===== src/rtl/cf_pkg.sv =====
package cf_pkg;
  typedef enum logic [2:0] {
    OP_BEQ  = 3'd0,
    OP_BNE  = 3'd1,
    OP_BLT  = 3'd2,
    OP_BGE  = 3'd3,
    OP_BLTU = 3'd4,
    OP_BGEU = 3'd5,
    OP_JAL  = 3'd6,
    OP_JALR = 3'd7
  } cf_op_e;

  localparam int unsigned OP_W = 3;

  typedef struct packed {
    logic eq;
    logic lt_s;
    logic lt_u;
  } cmp_flags_t;
endpackage


===== src/rtl/cf_compare.sv =====
module cf_compare #(
  parameter int unsigned XLEN = 32
) (
  input  logic [XLEN-1:0] a,
  input  logic [XLEN-1:0] b,
  output cf_pkg::cmp_flags_t flags
);
  always_comb begin
    flags.eq   = (a == b);
    flags.lt_s = ($signed(a) < $signed(b));
    flags.lt_u = (a < b);
  end
endmodule


===== src/rtl/cf_decide.sv =====
module cf_decide (
  input  logic [cf_pkg::OP_W-1:0] op,
  input  cf_pkg::cmp_flags_t      flags,
  output logic                    is_jump,
  output logic                    redirect
);
  import cf_pkg::*;
  logic cond;

  always_comb begin
    unique case (cf_op_e'(op))
      OP_BEQ:  cond = flags.eq;
      OP_BNE:  cond = !flags.eq;
      OP_BLT:  cond = flags.lt_s;
      OP_BGE:  cond = !flags.lt_s;
      OP_BLTU: cond = flags.lt_u;
      OP_BGEU: cond = !flags.lt_u;
      default: cond = 1'b1;
    endcase
    is_jump  = (op == OP_JAL) || (op == OP_JALR);
    redirect = cond;
  end
endmodule


===== src/rtl/cf_target.sv =====
module cf_target #(
  parameter int unsigned XLEN      = 32,
  parameter int unsigned INSN_LEN  = 4,
  parameter bit          ALIGN_IND = 1'b1
) (
  input  logic [XLEN-1:0] pc,
  input  logic [XLEN-1:0] base,
  input  logic [XLEN-1:0] imm,
  output logic [XLEN-1:0] seq_pc,
  output logic [XLEN-1:0] rel_pc,
  output logic [XLEN-1:0] ind_pc
);
  localparam logic [XLEN-1:0] STEP = XLEN'(INSN_LEN);
  logic [XLEN-1:0] ind_sum;

  always_comb begin
    seq_pc  = pc + STEP;
    rel_pc  = pc + imm;
    ind_sum = base + imm;
  end

  generate
    if (ALIGN_IND) begin : g_align
      assign ind_pc = {ind_sum[XLEN-1:1], 1'b0};
    end else begin : g_raw
      assign ind_pc = ind_sum;
    end
  endgenerate
endmodule


===== src/rtl/cf_resolve.sv =====
module cf_resolve #(
  parameter int unsigned XLEN     = 32,
  parameter int unsigned INSN_LEN = 4
) (
  input  logic            clk,
  input  logic            rst,
  input  logic            in_valid,
  input  logic [2:0]      in_op,
  input  logic [XLEN-1:0] in_pc,
  input  logic [XLEN-1:0] in_rs1,
  input  logic [XLEN-1:0] in_rs2,
  input  logic [XLEN-1:0] in_imm,
  output logic            out_valid,
  output logic            out_taken,
  output logic [XLEN-1:0] out_next_pc,
  output logic            out_link_we,
  output logic [XLEN-1:0] out_link_val
);
  import cf_pkg::*;

  cmp_flags_t      flags;
  logic            is_jump, redirect;
  logic [XLEN-1:0] seq_pc, rel_pc, ind_pc, nxt;

  cf_compare #(.XLEN(XLEN)) u_cmp (
    .a(in_rs1), .b(in_rs2), .flags(flags)
  );

  cf_decide u_dec (
    .op(in_op), .flags(flags), .is_jump(is_jump), .redirect(redirect)
  );

  cf_target #(.XLEN(XLEN), .INSN_LEN(INSN_LEN), .ALIGN_IND(1'b1)) u_tgt (
    .pc(in_pc), .base(in_rs1), .imm(in_imm),
    .seq_pc(seq_pc), .rel_pc(rel_pc), .ind_pc(ind_pc)
  );

  always_comb begin
    if (in_op == OP_JALR)  nxt = ind_pc;
    else if (redirect)     nxt = rel_pc;
    else                   nxt = seq_pc;
  end

  always_ff @(posedge clk) begin
    if (rst) begin
      out_valid    <= 1'b0;
      out_taken    <= 1'b0;
      out_next_pc  <= '0;
      out_link_we  <= 1'b0;
      out_link_val <= '0;
    end else begin
      out_valid    <= in_valid;
      out_taken    <= in_valid && redirect;
      out_next_pc  <= in_valid ? nxt : '0;
      out_link_we  <= in_valid && is_jump;
      out_link_val <= (in_valid && is_jump) ? seq_pc : '0;
    end
  end

  // Assertions
  assert_valid_follow_R2: assert property (@(posedge clk) disable iff (rst)
    in_valid |=> out_valid);
  assert_idle_follow_R2: assert property (@(posedge clk) disable iff (rst)
    !in_valid |=> !out_valid);
  assert_branch_target_R3: assert property (@(posedge clk) disable iff (rst)
    (in_valid && in_op <= 3'd5) |=>
      (out_next_pc == $past(in_pc) + XLEN'(INSN_LEN)) ||
      (out_next_pc == $past(in_pc) + $past(in_imm)));
  assert_jump_taken_R7: assert property (@(posedge clk) disable iff (rst)
    (in_valid && in_op >= 3'd6) |=> (out_taken && out_link_we &&
      out_link_val == $past(in_pc) + XLEN'(INSN_LEN)));
  assert_ind_aligned_R8: assert property (@(posedge clk) disable iff (rst)
    (in_valid && in_op == 3'd7) |=> (out_next_pc[0] == 1'b0));
  assert_branch_no_link_R9: assert property (@(posedge clk) disable iff (rst)
    (in_valid && in_op <= 3'd5) |=> (!out_link_we && out_link_val == '0));
  assert_quiet_idle_R10: assert property (@(posedge clk) disable iff (rst)
    !out_valid |-> (!out_taken && !out_link_we));
endmodule


===== config.mk =====
export PLATFORM = sky130hd
export DESIGN_NAME = cf_resolve
export DESIGN_NICKNAME = d
export VERILOG_FILES = /design/src/rtl/cf_pkg.sv /design/src/rtl/cf_compare.sv /design/src/rtl/cf_decide.sv /design/src/rtl/cf_target.sv /design/src/rtl/cf_resolve.sv
export SDC_FILE = /design/constraint.sdc
export NUM_CORES = 1
export LEC_CHECK = 0
export ABC_CLOCK_PERIOD_IN_PS = 3900
export CORE_MARGIN = 2
export CORE_UTILIZATION = 49
export DETAILED_ROUTE_END_ITERATION = 6
export PLACE_DENSITY = 0.83
export SETUP_SLACK_MARGIN = 0.02
export SLEW_MARGIN = 10
export SYNTH_ARGS = -nofsm -noshare
export SYNTH_HDL_FRONTEND = slang
export SYNTH_SLANG_ARGS = --single-unit

===== constraint.sdc =====
create_clock -name clk -period 3.9 [get_ports clk]
set_input_delay 0.78 -clock clk [delete_from_list [all_inputs] [get_ports clk]]
set_output_delay 0.78 -clock clk [all_outputs]
set_load 0.03 [all_outputs]

==> flow_summary.json, run 1 <==
{
  "max_cap_viol_count": 0,
  "min_to": "out_link_val[0]",
  "hold_path.class": "primary input to register",
  "dr.pass1.iters": 4,
  "gp_congestion": 0.992,
  "endpoint_kind": "register",
  "required_ns": 4.17,
  "initial_core_util_pct": 50.3,
  "synth_nets": 1046,
  "nFillCells": 980,
  "fin_cells": 1325,
  "top_level_ports": 201,
  "cts_tree": "done",
  "syn_to_final_growth_pct": 52.4,
  "vdd_drop_max_v": 0.000255,
  "synth-warning-count": 0,
  "placed_area_um2": 9770,
  "critPathKind": "primary input to register",
  "power_leakage_nw": 4.62,
  "row_count": 42,
  "dpl.cell_count": 1303,
  "grt_usage_pct": 31.2,
  "drive_gt1_share_pct": 16.1,
  "syn_area_um2": 6670,
  "outcome": "finished clean",
  "synth_area_per_cell_um2": 8.17,
  "wirelength_um": 22900,
  "grt_start_max_net_pins": 18,
  "worst_slew_pin_slew_ns": 0.505,
  "overflow": 0,
  "hold_viol_final": 0,
  "grt_pass1_wl_um": 35900,
  "place_ws_ns": -0.287,
  "fin_area_um2": 10200,
  "rsz0062_at_grt": "no",
  "finalSetupViolCount": 0,
  "cts_inserted_buffers": 9,
  "fin_util_pct": 76.7,
  "cp_slowest_cell": "or3_1",
  "min_path_cells": 2,
  "powerDensity_nw_per_um2": 284,
  "relSlewSlack_pct": 66.2,
  "core_um2": 13200,
  "clock_sinks": 67,
  "cts_hold_buf": 0,
  "n_antenna_cell": 0,
  "synth-edff-count": 0,
  "die_h_um": 121,
  "cts_max_path_buffers": 2,
  "crit_chain": "clkdlybuf4s50_1 -> inv_1 -> ha_1 -> nand4_1 -> or3_1 -> a21oi_2 -> o41ai_4 -> and4_1 -> a311o_4 -> nor2_8 -> buf_12 -> mux2_2 -> o22ai_1",
  "yosys.area.top_type_share_pct": 20.1,
  "fin_crit_ns": 3.75,
  "dp_hpwl_um": 18600,
  "maxSlewViolCount": 0,
  "port_buffers": 200,
  "setup_ws_ns": 0.154,
  "wl_per_cell_um": 17.3,
  "synth_ff_type": "dfxtp_1",
  "yosysSeqAreaShare_pct": 20.1,
  "async_flop_share_pct": 0,
  "viasPerCell": 5.56,
  "critPathMaxStageDelay_ns": 0.49,
  "critPathArrivalTime_ns": 4.02,
  "timing.final.crit_share_pct": 96.0,
  "antenna_found_initial": 0,
  "fmax_mhz": 267,
  "drc": 0,
  "worstPathMaxFanout": 15,
  "hold_start": "in_pc[0]",
  "first_iter_violations": 524,
  "syn_inst": 816,
  "synth.top_cells.by_area": "dfxtp_1, ha_1, xnor2_1",
  "cts-root-buf": "clkbuf_16",
  "yosys.area.top_type": "dfxtp_1",
  "cp-start-kind": "primary input",
  "nNetsFinal": 1374,
  "num_vias": 7369,
  "tns_ns": 0,
  "detail-route-antenna-nets": 0,
  "die_area_um2": 14600,
  "ys_types": 71,
  "path_clk_slew_ns": 0.06,
  "grt_pass1_vias": 7253,
  "ys_ff_latch": 67,
  "chipWidth_um": 121,
  "cts_max_level": 3
}
-- where the power goes --
part / switching (mW) / internal [mW]
Clock: 0.343 / 0.499
Sequential: 0.0164 / 0.724
Combinational: 0.631 / 0.672
-- critical path, delay by kind of cell --
family	cells	cell delay, ns
AND/OR/NAND/NOR	4	1.08
adder cells (fa/ha/maj)	1	0.29
multiplexers	1	0.34
AO/OA/AOI/OAI	4	0.86
buffers and inverters	3	0.68
-- layer usage --
metal	routed length [um]	share of wire [%]	global-route usage, %
met2	10400	45	51.4
met3	1630	7.1	4.91
met5	0	0	0
met1	9920	43	40.3
met4	959	4.2	13.4
-- cell families after synthesis --
| family | count (synthesis) | share of synthesized area, % |
|---|---|---|
| compound gates | 231 | 23.6 |
| fa+ha+maj | 96 | 18.2 |
| mux | 27 | 4.30 |
| flops | 67 | 20.1 |
| buf+inv | 73 | 4.73 |
| simple gates | 238 | 17.9 |
| xor+xnor | 84 | 11.0 |
-- worst max path at each step --
| stage | start | endpoint | slack, ns |
|---|---|---|---|
| 2_1_floorplan | in_rs2[14] | out_next_pc[29] | 0.39 |
| 3_3_place_gp | in_rs2[9] | out_next_pc[21] | -0.24 |
| 3_5_place_dp | in_rs2[9] | out_next_pc[21] | -0.29 |
| 4_1_cts | in_rs2[9] | out_next_pc[21] | 0.07 |
| 5_1_grt | in_rs1[1] | out_next_pc[25] | 0.02 |
| 6_report | in_rs2[13] | out_next_pc[18] | 0.15 |
-- what timing repair did --
action                                  in CTS  in global routing
setup buffers                                0                  5
endpoints found under the setup margin       0                  7
resized for setup                            0                  6
-- cells in the mapped netlist, types with 3 or more instances --
| cell | n |
|---|---|
| ha_1 | 94 |
| a21oi_1 | 60 |
| dfxtp_1 | 67 |
| mux2i_1 | 14 |
| clkbuf_1 | 10 |
| a22o_1 | 5 |
| and2_1 | 10 |
| o22ai_1 | 11 |
| nand2b_1 | 7 |
| xnor2_1 | 58 |
| mux2_2 | 13 |
| o21bai_1 | 6 |
| nor3_1 | 11 |
| xor2_1 | 26 |
| inv_1 | 55 |
| and3_1 | 11 |
| or3_1 | 8 |
| o32a_2 | 3 |
| nand4_1 | 14 |
| o21a_1 | 8 |
| a31oi_1 | 6 |
| nor2b_1 | 15 |
| nor2_1 | 75 |
| nand3_1 | 27 |
| o211ai_1 | 9 |
| a221oi_1 | 3 |
| o21ai_0 | 35 |
| a211oi_1 | 7 |
| a21oi_2 | 3 |
| nand2_1 | 43 |
| a21o_1 | 44 |
| o31ai_1 | 5 |
-- registers in the layout, indices dropped and copies added (netlist names) --
| signal | cells |
|---|---|
| out_link_val | 32 |
| out_next_pc | 32 |
| out_link_we | 1 |
| out_taken | 1 |
| out_valid | 1 |
-- cells in the final DEF (no fill, tap or decap), types with 27 or more instances in the layout --
| master | Yosys | layout |
|---|---|---|
| nor2_1 | 75 | 75 |
| a21oi_1 | 60 | 60 |
| dfxtp_1 | 67 | 67 |
| inv_1 | 55 | 55 |
| clkdlybuf4s50_1 | 0 | 200 |
| nand2_1 | 43 | 43 |
| o21ai_0 | 35 | 34 |
| ha_1 | 94 | 94 |
| xnor2_1 | 58 | 58 |
| nand3_1 | 27 | 27 |
| a21o_1 | 44 | 44 |
| buf_4 | 2 | 131 |
-- through the flow --
step / hold slack [ns] / power [mW]
floorplan: 0.852 / 1.47
global placement: 1.44 / 1.99
detailed placement: 1.44 / 2.01
CTS: 1.09 / 2.85
global route: 1.10 / 3.03
finish: 1.09 / 2.89
-- area by class of cell --
type | instances | area [um^2] | area share [%]
well taps | 176 | 220 | 2.17
clock buffers | 9 | 225 | 2.22
clock inverters | 7 | 77.6 | 0.763
multi-input cells | 676 | 5040 | 49.6
inverters | 56 | 210 | 2.07
repair buffers | 334 | 3050 | 30.0
flip-flops and latches | 67 | 1340 | 13.2
(Power assumes the default switching activity.)
==> inputs of run 2 (changes only) <==
SLEW_MARGIN = 20   (was 10)
==> results of run 2 <==
Same layout as run 1: the final DEF is identical, and so are final timing and power.
